$ cat src/rtl/dram_cycle_decoder.sv
module dram_cycle_decoder #(
  parameter int AW      = 12,
  parameter int CW      = 10,
  parameter int ACC_CYC = 3
) (
  input  logic          clk,
  input  logic          rst_n,
  input  logic          ras_n,
  input  logic          cas_n,
  input  logic          we_n,
  input  logic          oe_n,
  input  logic [AW-1:0] addr,
  output logic [3:0]    cyc_kind,
  output logic          row_latch,
  output logic          col_latch,
  output logic          rd_start,
  output logic          wr_commit,
  output logic          ref_sel,
  output logic [AW-1:0] row_addr,
  output logic [CW-1:0] col_addr,
  output logic [AW-1:0] ref_row,
  output logic          dq_drive,
  output logic          indet,
  output logic          test_mode
);
  localparam int ACW = $clog2(ACC_CYC + 1);
  localparam logic [ACW-1:0] ACC_LAST = ACW'(ACC_CYC - 1);
  localparam logic [CW-1:0] TEST_KEY = '1;

  localparam logic [3:0] K_IDLE = 4'd0, K_OPEN = 4'd1, K_READ = 4'd2,
                         K_EWR = 4'd3, K_RWR = 4'd4, K_RONLY = 4'd5,
                         K_CBR = 4'd6, K_HIDDEN = 4'd7, K_TEST = 4'd8;

  logic p_ras, p_cas, p_we;
  logic row_open, cas_seen, rd_pend, dvalid;
  logic [ACW-1:0] acc_cnt;
  logic [AW-1:0] ref_cnt;

  wire ras_fall = p_ras & ~ras_n;
  wire ras_rise = ~p_ras & ras_n;
  wire cas_fall = p_cas & ~cas_n;
  wire we_fall  = p_we & ~we_n;
  wire key_ok   = (addr[CW-1:0] == TEST_KEY);

  assign dq_drive = dvalid & ~oe_n;

  always_ff @(posedge clk) begin
    if (!rst_n) begin
      p_ras <= 1'b1; p_cas <= 1'b1; p_we <= 1'b1;
      row_open <= 1'b0; cas_seen <= 1'b0;
      rd_pend <= 1'b0; dvalid <= 1'b0; acc_cnt <= '0;
      ref_cnt <= '0; ref_row <= '0;
      row_addr <= '0; col_addr <= '0;
      cyc_kind <= K_IDLE;
      row_latch <= 1'b0; col_latch <= 1'b0; rd_start <= 1'b0;
      wr_commit <= 1'b0; ref_sel <= 1'b0;
      indet <= 1'b0; test_mode <= 1'b0;
    end else begin
      p_ras <= ras_n; p_cas <= cas_n; p_we <= we_n;
      row_latch <= 1'b0; col_latch <= 1'b0; rd_start <= 1'b0;
      wr_commit <= 1'b0; ref_sel <= 1'b0;

      if (rd_pend) begin
        if (acc_cnt == ACC_LAST) begin
          dvalid  <= 1'b1;
          rd_pend <= 1'b0;
        end else begin
          acc_cnt <= acc_cnt + 1'b1;
        end
      end

      if (ras_fall) begin
        indet <= 1'b0;
        if (cas_n) begin
          row_open  <= 1'b1;
          cas_seen  <= 1'b0;
          row_addr  <= addr;
          row_latch <= 1'b1;
          cyc_kind  <= K_OPEN;
          dvalid    <= 1'b0;
          rd_pend   <= 1'b0;
        end else begin
          row_open <= 1'b0;
          ref_sel  <= 1'b1;
          ref_row  <= ref_cnt;
          ref_cnt  <= ref_cnt + 1'b1;
          if (dvalid) begin
            cyc_kind  <= K_HIDDEN;
            test_mode <= 1'b0;
          end else if (!we_n && key_ok) begin
            cyc_kind  <= K_TEST;
            test_mode <= 1'b1;
          end else begin
            cyc_kind  <= K_CBR;
            test_mode <= 1'b0;
          end
        end
      end else if (ras_rise) begin
        row_open <= 1'b0;
        if (row_open && !cas_seen) begin
          cyc_kind  <= K_RONLY;
          test_mode <= 1'b0;
        end
      end else if (cas_fall && row_open) begin
        cas_seen  <= 1'b1;
        col_addr  <= addr[CW-1:0];
        col_latch <= 1'b1;
        indet     <= 1'b0;
        dvalid    <= 1'b0;
        if (!we_n) begin
          cyc_kind  <= K_EWR;
          wr_commit <= 1'b1;
          rd_pend   <= 1'b0;
        end else begin
          cyc_kind <= K_READ;
          rd_start <= 1'b1;
          rd_pend  <= 1'b1;
          acc_cnt  <= '0;
        end
      end else if (we_fall && row_open && !cas_n && cyc_kind == K_READ) begin
        cyc_kind  <= K_RWR;
        wr_commit <= 1'b1;
        if (!dvalid) begin
          indet   <= 1'b1;
          rd_pend <= 1'b0;
          dvalid  <= 1'b0;
        end
      end

      if (ras_n && cas_n) begin
        dvalid  <= 1'b0;
        rd_pend <= 1'b0;
      end
    end
  end

  logic [AW-1:0] chk_last_ref;
  logic          chk_ref_seen;
  always_ff @(posedge clk) begin
    if (!rst_n) begin
      chk_last_ref <= '0;
      chk_ref_seen <= 1'b0;
    end else if (ref_sel) begin
      chk_last_ref <= ref_row;
      chk_ref_seen <= 1'b1;
    end
  end


  row_strobe_latch_chk: assert property (@(posedge clk) disable iff (!rst_n)
    ($past(ras_n) && !ras_n && cas_n) |=> row_latch);

  cbr_refresh_pulse_chk: assert property (@(posedge clk) disable iff (!rst_n)
    ($past(ras_n) && !ras_n && !cas_n) |=> (ref_sel && !row_latch));

  ref_row_step_chk: assert property (@(posedge clk) disable iff (!rst_n)
    (ref_sel && chk_ref_seen) |-> (ref_row == chk_last_ref + 1'b1));

  early_write_quiet_chk: assert property (@(posedge clk) disable iff (!rst_n)
    (cyc_kind == K_EWR) |-> !dq_drive);

  indet_quiet_chk: assert property (@(posedge clk) disable iff (!rst_n)
    indet |-> !dq_drive);

  data_release_chk: assert property (@(posedge clk) disable iff (!rst_n)
    (ras_n && cas_n && $past(ras_n) && $past(cas_n)) |-> !dq_drive);

  test_entry_only_chk: assert property (@(posedge clk) disable iff (!rst_n)
    $rose(test_mode) |-> (cyc_kind == K_TEST));

  read_has_column_chk: assert property (@(posedge clk) disable iff (!rst_n)
    rd_start |-> col_latch);
endmodule

$ cat config.mk
export PLATFORM = sky130hd
export DESIGN_NAME = dram_cycle_decoder
export DESIGN_NICKNAME = d
export VERILOG_FILES = /design/src/rtl/dram_cycle_decoder.sv
export SDC_FILE = /design/constraint.sdc
export NUM_CORES = 1
export LEC_CHECK = 0
export ABC_AREA = 1
export BUFFER_PORTS_ARGS = -buffer_cell sky130_fd_sc_hd__buf_2
export CAP_MARGIN = 20
export CELL_PAD_IN_SITES_DETAIL_PLACEMENT = 1
export CELL_PAD_IN_SITES_GLOBAL_PLACEMENT = 2
export CORE_UTILIZATION = 29
export CTS_CLUSTER_DIAMETER = 50
export DETAILED_ROUTE_END_ITERATION = 10
export GPL_ROUTABILITY_DRIVEN = 0
export GPL_TIMING_DRIVEN = 0
export HOLD_SLACK_MARGIN = 0.06
export PLACE_DENSITY_LB_ADDON = 0.1
export SYNTH_ARGS = -nofsm -noshare
export SYNTH_HDL_FRONTEND = slang
export SYNTH_SLANG_ARGS = --single-unit
$ cat constraint.sdc
create_clock -name clk -period 1.6 [get_ports clk]
set_clock_uncertainty 0.1 [all_clocks]
set_input_delay 0.08 -clock clk [delete_from_list [all_inputs] [get_ports clk]]
set_output_delay 0.08 -clock clk [all_outputs]
set_load 0.01 [all_outputs]
==> results of run 1 <==
-- area by class of cell --
type / instances / area [um2]
plain buffers: 14 / 66.3
clock buffers: 13 / 149
clock inverters: 3 / 15.0
fillers: 1147 / 5330
inverters: 37 / 141
multi-input cells: 255 / 1220
flip-flops and latches: 66 / 1320
well taps: 108 / 135
repair buffers: 83 / 505
-- repair_timing --
action,CTS,global route
gates resized for setup,3,18
setup endpoints to repair,19,30
gates cloned,0,0
endpoints found under the hold margin,28,0
hold buffers,16,0
pin swaps,1,4
setup buffers,1,3
-- flip-flops by register name, indices dropped and copies added, names as in the netlist, 2 cells and up --
signal	cells
ref_row	12
row_addr	12
col_addr	10
ref_cnt	12
cyc_kind	4
acc_cnt	2
-- how the worst min path moves through the flow --
stage	startpoint	to	slack [ns]	cells after the start
final	ras_n	col_latch	0.22	5
after floorplan	cas_n	p_cas	0.08	2
after global placement	ras_n	p_ras	0.22	3
after detailed placement	ras_n	p_ras	0.22	3
after CTS	ras_n	col_latch	0.21	5
after global routing	rst_n	ref_row[10]	0.25	4
-- through the flow --
step	TNS, ns	setup slack, ns	cells
after CTS	0	0.00552	576
after floorplan	0	0.173	372
after global placement	-0.176	-0.106	543
after detailed placement	-0.164	-0.0989	543
final	0	0.0924	579
after global routing	-0.0937	-0.0501	579
-- cells in the final DEF (no fill, tap or decap), types with 6 or more instances in the layout --
cell	n
nand2_1	75
buf_2	69
dfxtp_1	64
nor2_1	63
inv_1	33
a21oi_1	31
o21ai_0	30
nand3_1	18
dlygate4sd3_1	16
clkbuf_8	10
clkbuf_1	7
nor2_2	6
nor3_1	6
-- worst max-delay path, cell delays in order, from the launching register on --
cell     delay, ns
dfxtp_2       0.35
ha_4          0.16
inv_4         0.06
nor2_4        0.14
nand2_2       0.09
nor2_4        0.15
nand4_1       0.14
o21ai_1       0.17
nor2_1        0.05
-- power by group through the flow --
stage                     Combinational, mW  Clock (mW)  Sequential (mW)
after floorplan                       0.205           0             1.80
after global placement                0.390           0             1.78
after detailed placement              0.393           0             1.78
after CTS                             0.433        1.29             1.74
after global routing                  0.489        1.36             1.75
final                                 0.438        1.23             1.74
-- layer usage --
metal	share of wire (%)	vias up	global-route usage, %	wire, um
met4	0.72	0	3.79	59
met5	0	-	0	0
li1	-	1372	-	-
met1	49	1243	22.5	3980
met2	47	44	30.3	3870
met3	3.3	6	4.47	270
-- cell families after synthesis --
| family | Yosys count |
|---|---|
| AO/OA/AOI/OAI | 67 |
| flip-flops | 66 |
| adder cells (fa/ha/maj) | 5 |
| buffers and inverters | 51 |
| AND/OR/NAND/NOR | 182 |
| XOR/XNOR | 1 |
==> metrics.cfg, run 1 <==
[worst_setup_path]
ff2ff_path_depth=8
rr_endpoint=ref_cnt[9]
cp.required_ns=1.73
startpoint=p_ras
crit_path_end=ref_cnt[9]
reg2reg_from=p_ras
r2r_slack_ns=0.09
path_max_fanout=6
path_class=register to register
critPathCaptureType=register
arrival_ns=1.64
worstSetupStartpointType=register

[power_and_ir_drop]
vdd_drop_max_uv=450
clock_power_share_pct=36.1
p_int_mw=2.48
leakagePower_nw=1.62
comb_power_share_pct=12.8
seqPwrFrac_pct=51.1
power_switching_mw=0.933
power.total_mw=3.41
switching_share_pct=27.4
power.density_mw_per_mm2=959

[run_status]
violations=design-rule violations
status=finished with violations

[final_layout]
fin_util_pct=40.0
fin_nets=489
diodes=0
stdcell_area_mm2=0.00356
drive_gt1_share_pct=24.0
synthToLayoutAreaGrowth_pct=31.7

[synth]
synth_area_leader_cell=dfxtp_1
netlist.area_leader.share_pct=48.9
synth-seq-cells=66
synthMostInstantiatedCell=nand2_1
async_flop_share_pct=0
synth_cells=372
synth-main-ff-cell=dfxtp_1
yosysUniqueCellTypes=23
synthAdderAreaFrac_pct=2.31
ys_seq_area_share_pct=48.9
synth_xor_area_share_pct=0.324
synth_area_leaders=dfxtp_1, nand2_1, nor2_1, a21oi_1, o21ai_0
synthSimpleGateAreaFrac_pct=28.2
synth.area.mux_share_pct=0
syn_nets=395
synth_top_family_by_area=simple AND/OR/NAND/NOR gates
ys_top_cells_by_count=nand2_1, nor2_1, dfxtp_1
synth_compound_area_share_pct=12.9
synth_area_mm2=0.00270
synth-edff-count=0
yosysWarnings=0
avgSynthCellArea_um2=7.27

[run]
max_cap_viol_count=0

[min_path]
hp-class=primary input to register

[timing]
min_period_ns=1.51
max_slew.worst_pin.slew_ns=0.563
holdWs_ns=0.218
finalHoldViolations=0
relSlewSlack_pct=62.4
max_freq_ghz=0.663
finalCritPeriodShare_pct=94.2
maxSlewViolCount=0
rsz0062_at_grt=true
final-setup-viol-count=0

[cts]
cts_buffer_depth=2
htree_levels=3
root_buffer=clkbuf_8
cts_tree=built
clk_pin_slew_worst_paths_ns=0.08
cts_sinks=66
cts_buffers=9
clkLatencyLatePin_ns=0.33

[floorplanning]
die_w_um=98.5
dieHeight_um=98.5
dieArea_mm2=0.00971
coreArea_mm2=0.00889
initial_utilization_pct=30.4
pin_count=64
rows=34

[drt]
drtAntennaViolNets=0
drcViolationCount=9
routed_wl_um=8180
via_count=2665
vias_per_cell=4.60
drtIter0Drc=76
first_pass_iters=7
wire_per_inst_um=14.1

[grt]
grt_pass1_wl_um=13300
grt_pass1_vias=2672
grt-ovfl-total=0
track_usage_pct=17.7
grt_max_degree=11
antenna_found_initial=0

[placed_design]
placed_cell_area_mm2=0.00315
portBuffers=63
dp_hpwl_um=5980

No activity file was read; power rests on OpenSTA's default activity.
==> run 2, diff against run 1 <==
- REMOVE_ABC_BUFFERS: unset -> 1
==> run 2 against run 1 <==
  * The flow still finishes with violations (design-rule violations)
  * Register-to-register slack barely moved
  * Combinational power up 4%
  * Via count increased by 0.19%
  * First-iteration DRC count is 6.6% higher
  * Sequential cell count is the same
  * Total power increased by 6.8%
  * Worst hold slack worse by 0.14 ns
  * Count of clock-buffer cells in the layout increased by 1
  * Largest cell class unchanged
==> metrics.cfg, run 2 (same netlist as run 1, synthesis figures left out) <==
[grt]
antenna_found_initial=0
grt_max_degree=39
grt_pass1_wl_um=13100
grt-ovfl-total=0
track_usage_pct=17.4
grt_pass1_vias=2610

[final_layout]
fin_nets=484
layout_commonest_cell=nand2_1
final_cell_mix=nand2_1, nor2_1, dfxtp_1
multi_input_area_mm2=0.00127
reg_top3=ref_cnt (12), ref_row (12), row_addr (12)
ff_latch_area_mm2=0.00132
fin_util_pct=41.0
synthToLayoutAreaGrowth_pct=34.8
fillers=1122
diodes=0
drive_gt1_share_pct=25.1

[floorplanning]
die_w_um=98.5
pin_count=64
initial_utilization_pct=30.4
coreArea_mm2=0.00889
dieHeight_um=98.5
dieArea_mm2=0.00971
rows=34

[run_status]
violations=design-rule violations
status=finished with violations

[timing]
max_slew.worst_pin.slew_ns=0.449
maxSlewViolCount=0
finalHoldViolations=0
finalCritPeriodShare_pct=94.8
min_period_ns=1.52
max_freq_ghz=0.659
rsz0062_at_grt=true
final-setup-viol-count=0
relSlewSlack_pct=70.1

[placed_design]
dp_hpwl_um=5170
portBuffers=63

[worst_setup_path]
startpoint=p_ras
r2r_slack_ns=0.08
arrival_ns=1.70
path_class=register to register
cp_slowest_stage_delay_ns=0.36
path_buf_inv=1
reg2reg_from=p_ras
rr_endpoint=ref_cnt[7]
critPathCaptureType=register
path_delay_family=simple AND/OR/NAND/NOR gates
crit_chain=ha_4, inv_4, nor2_4, nand2_2, nor2_4, nand2_2, o21ai_2, nand2_1, nor2_1
worstSetupStartpointType=register
ff2ff_path_depth=9
cp.required_ns=1.78
crit_path_top_delay_cell=dfxtp_2
path_max_fanout=7

[cts]
clkLatencyLatePin_ns=0.34
clk_pin_slew_worst_paths_ns=0.07
cts_sinks=66
cts_buffer_depth=2
cts_tree=built
cts_buffers=9
htree_levels=3
root_buffer=clkbuf_8

[power_and_ir_drop]
switching_share_pct=26.1
clock_power_share_pct=39.7
seqPwrFrac_pct=47.8
power.density_mw_per_mm2=1000
leakagePower_nw=1.63
power_switching_mw=0.950
vdd_drop_max_uv=331
comb_power_share_pct=12.5
power.total_mw=3.64
p_int_mw=2.69

[min_path]
hp-start=cas_n
hp-class=primary input to register
hold_end=row_latch
holdPathStages=3

[run]
max_cap_viol_count=0

[drt]
first_pass_iters=9
routed_wl_um=8070
drcViolationCount=4
vias_per_cell=4.65
drtIter0Drc=81
drtAntennaViolNets=0
via_count=2670
wire_per_inst_um=14.1

==> run 2: worst max path at each step <==
stage,end,slack (ns),cells after the start
3_5_place_dp,wr_commit,-0.96,5
5_1_grt,ref_cnt[7],-0.04,9
6_report,ref_cnt[7],0.08,9
2_1_floorplan,ref_cnt[9],-0.05,8
4_1_cts,ref_cnt[7],-0.02,9
3_3_place_gp,wr_commit,-0.92,5
==> run 2: tightest hold or removal path, delay by kind of cell <==
| kind | cells | cell delay [ns] |
|---|---|---|
| buf+inv | 1 | 0.18 |
| simple gates | 2 | 0.20 |
==> run 2: power by group through the flow <==
stage / logic, mW / registers, mW / clock network (mW)
6_report: 0.455 / 1.74 / 1.45
3_3_place_gp: 0.368 / 1.78 / 0
4_1_cts: 0.434 / 1.74 / 1.49
2_1_floorplan: 0.186 / 1.80 / 0
5_1_grt: 0.511 / 1.75 / 1.58
3_5_place_dp: 0.374 / 1.78 / 0
==> run 2: final cells by class <==
| class | instances | area share [%] |
|---|---|---|
| Sequential cell | 66 | 36.3 |
| Multi-Input combinational cell | 256 | 34.8 |
| Timing Repair Buffer | 91 | 15.5 |
| Clock buffer | 14 | 4.46 |
| Inverter | 37 | 4.22 |
| Tap cell | 108 | 3.71 |
| Clock inverter | 2 | 0.962 |
==> run 2: metrics by stage <==
step	instances	area, um2	hold slack, ns	setup slack (ns)	TNS [ns]
after floorplan	358	2640	0.0488	-0.0498	-0.0975
final	574	3640	0.0731	0.0835	0
after detailed placement	529	3090	0.242	-0.961	-24.67
after CTS	566	3530	0.104	-0.0166	-0.0281
after global routing	574	3640	0.0733	-0.0399	-0.0400
after global placement	529	3090	0.232	-0.923	-23.06
==> run 2: per-layer routing <==
metal | vias up | share of wire (%) | track usage (%) | wire [um]
li1 | 1366 | - | - | -
met1 | 1252 | 47 | 21.2 | 3800
met2 | 47 | 48 | 29.8 | 3880
met3 | 5 | 3.9 | 4.61 | 317
met4 | 0 | 0.86 | 5.51 | 69
met5 | - | 0 | 0 | 0
==> run 2: timing repair <==
| action | in CTS | in global routing |
|---|---|---|
| hold buffers | 15 | 0 |
| buffers inserted | 5 | 8 |
| hold endpoints to repair | 26 | 0 |
| cloned | 1 | 0 |
| pin swaps | 1 | 4 |
| setup endpoints to repair | 57 | 35 |
| resized for setup | 12 | 16 |
==> run 3, diff against run 2 <==
- SETUP_SLACK_MARGIN: unset -> 0.15
==> run 3 against run 2 <==
  * Largest power group unchanged
  * Total power grew 0.71%
  * The flow still finishes with violations (design-rule violations)
  * Clock power is essentially flat
  * Critical path depth is the same
  * Largest cell class unchanged
==> metrics.cfg, run 3 (same netlist as run 1, synthesis figures left out) <==
[run_status]
status=finished with violations
violations=design-rule violations

[floorplanning]
pin_count=64
initial_utilization_pct=30.4
coreArea_mm2=0.00889
dieHeight_um=98.5
rows=34
die_w_um=98.5
dieArea_mm2=0.00971

[cts]
htree_levels=3
clkLatencyLatePin_ns=0.34
clk_pin_slew_worst_paths_ns=0.07
cts_tree=built
cts_buffers=9
root_buffer=clkbuf_8
cts_sinks=66
cts_buffer_depth=2

[final_layout]
reg_top3=ref_cnt (12), ref_row (12), row_addr (12)
fin_nets=493
drive_gt1_share_pct=28.8
final_cell_mix=nand2_1, dfxtp_1, buf_2
fin_util_pct=42.6
synthToLayoutAreaGrowth_pct=40.1
fillers=1116
diodes=0
layout_commonest_cell=nand2_1
finalNonFillerCells=583
stdcell_area_mm2=0.00379

[placed_design]
dp_hpwl_um=5170
portBuffers=63
placed_cell_area_mm2=0.00309
place_inst=529
pre_cts_slack_ns=-0.961

[power_and_ir_drop]
leakagePower_nw=1.70
vdd_drop_max_uv=316
power.density_mw_per_mm2=969
power.total_mw=3.67

[worst_setup_path]
worstSetupStartpointType=register
critPathCaptureType=register
ff2ff_path_depth=9
arrival_ns=1.70
path_class=register to register
cp.required_ns=1.78
path_max_fanout=7

[run]
max_cap_viol_count=0

[grt]
grt_pass1_vias=2667
grt-ovfl-total=0
track_usage_pct=17.7
grt_max_degree=39
antenna_found_initial=0
grt_pass1_wl_um=13400

[min_path]
holdPathStages=2
hp-class=primary input to register

[drt]
vias_per_cell=4.67
drcViolationCount=4
first_pass_iters=9
drtIter0Drc=46
drtAntennaViolNets=0
via_count=2721
routed_wl_um=8180
wire_per_inst_um=14.0

[timing]
max_slew.worst_pin.slew_ns=0.446
min_period_ns=1.52
final-setup-viol-count=0
holdWs_ns=0.123
setup-tns-final_ns=0
fin_ws_ns=0.0825
rsz0062_at_grt=true
finalCritPeriodShare_pct=94.8
max_freq_ghz=0.659
relSlewSlack_pct=70.3
maxSlewViolCount=0
finalHoldViolations=0

## run 3: cell count changes in the layout (fill, tap and decap cells not counted), moves of 2 or more
cell	change
buf_6	+5
buf_4	+3
nor2_1	-3
dfxtp_1	-2
dfxtp_2	+2
nor2_2	+2
o21ai_0	-2
o21ai_1	+2
## run 3: final timing paths
| path | from | end | slack, ns |
|---|---|---|---|
| max | p_ras | ref_cnt[7] | 0.08 |
| min | rst_n | p_cas | 0.12 |
| max reg2reg | p_ras | ref_cnt[7] | 0.08 |
| min reg2reg | indet | indet | 0.35 |
## run 3: cell type report
class                   count  area (um2)  share of cell area (%)
clock buffers              14         163                    4.29
multi-input cells         256        1320                    34.8
clock inverters             2        35.0                   0.925
well taps                 108         135                    3.57
inverters                  37         156                    4.13
flip-flops and latches     66        1330                    35.0
repair buffers            100         654                    17.3
## run 3: critical path, cell delays in order (launching register included)
cell and delay (ns):
dfxtp_2 0.35, ha_4 0.17, inv_4 0.07, nor2_4 0.14, nand2_2 0.09, nor2_4 0.16, nand2_4 0.07, o21ai_2 0.10
nand2_1 0.06, nor2_1 0.12
## run 3: where the power goes
| group | internal, mW | total [mW] | switching, mW |
|---|---|---|---|
| registers | 1.71 | 1.74 | 0.0346 |
| clock network | 0.806 | 1.44 | 0.632 |
| logic | 0.203 | 0.489 | 0.286 |
## run 3: what timing repair did
| item | 4_1_cts | 5_1_grt |
|---|---|---|
| endpoints found under the hold margin | 26 | 0 |
| gates cloned | 1 | 0 |
| endpoints found under the setup margin | 63 | 49 |
| hold buffers | 16 | 0 |
| setup buffers | 10 | 11 |
| gates resized for setup | 25 | 26 |
| pin swaps | 2 | 8 |
## run 3: metal layers
metal / vias to the layer above / part of all wire [%] / GRT usage [%]
li1: 1383 / - / -
met1: 1279 / 46 / 21.6
met3: 10 / 3.9 / 4.75
met5: - / 0 / 0
met2: 49 / 49 / 30.1
met4: 0 / 1.3 / 6.31
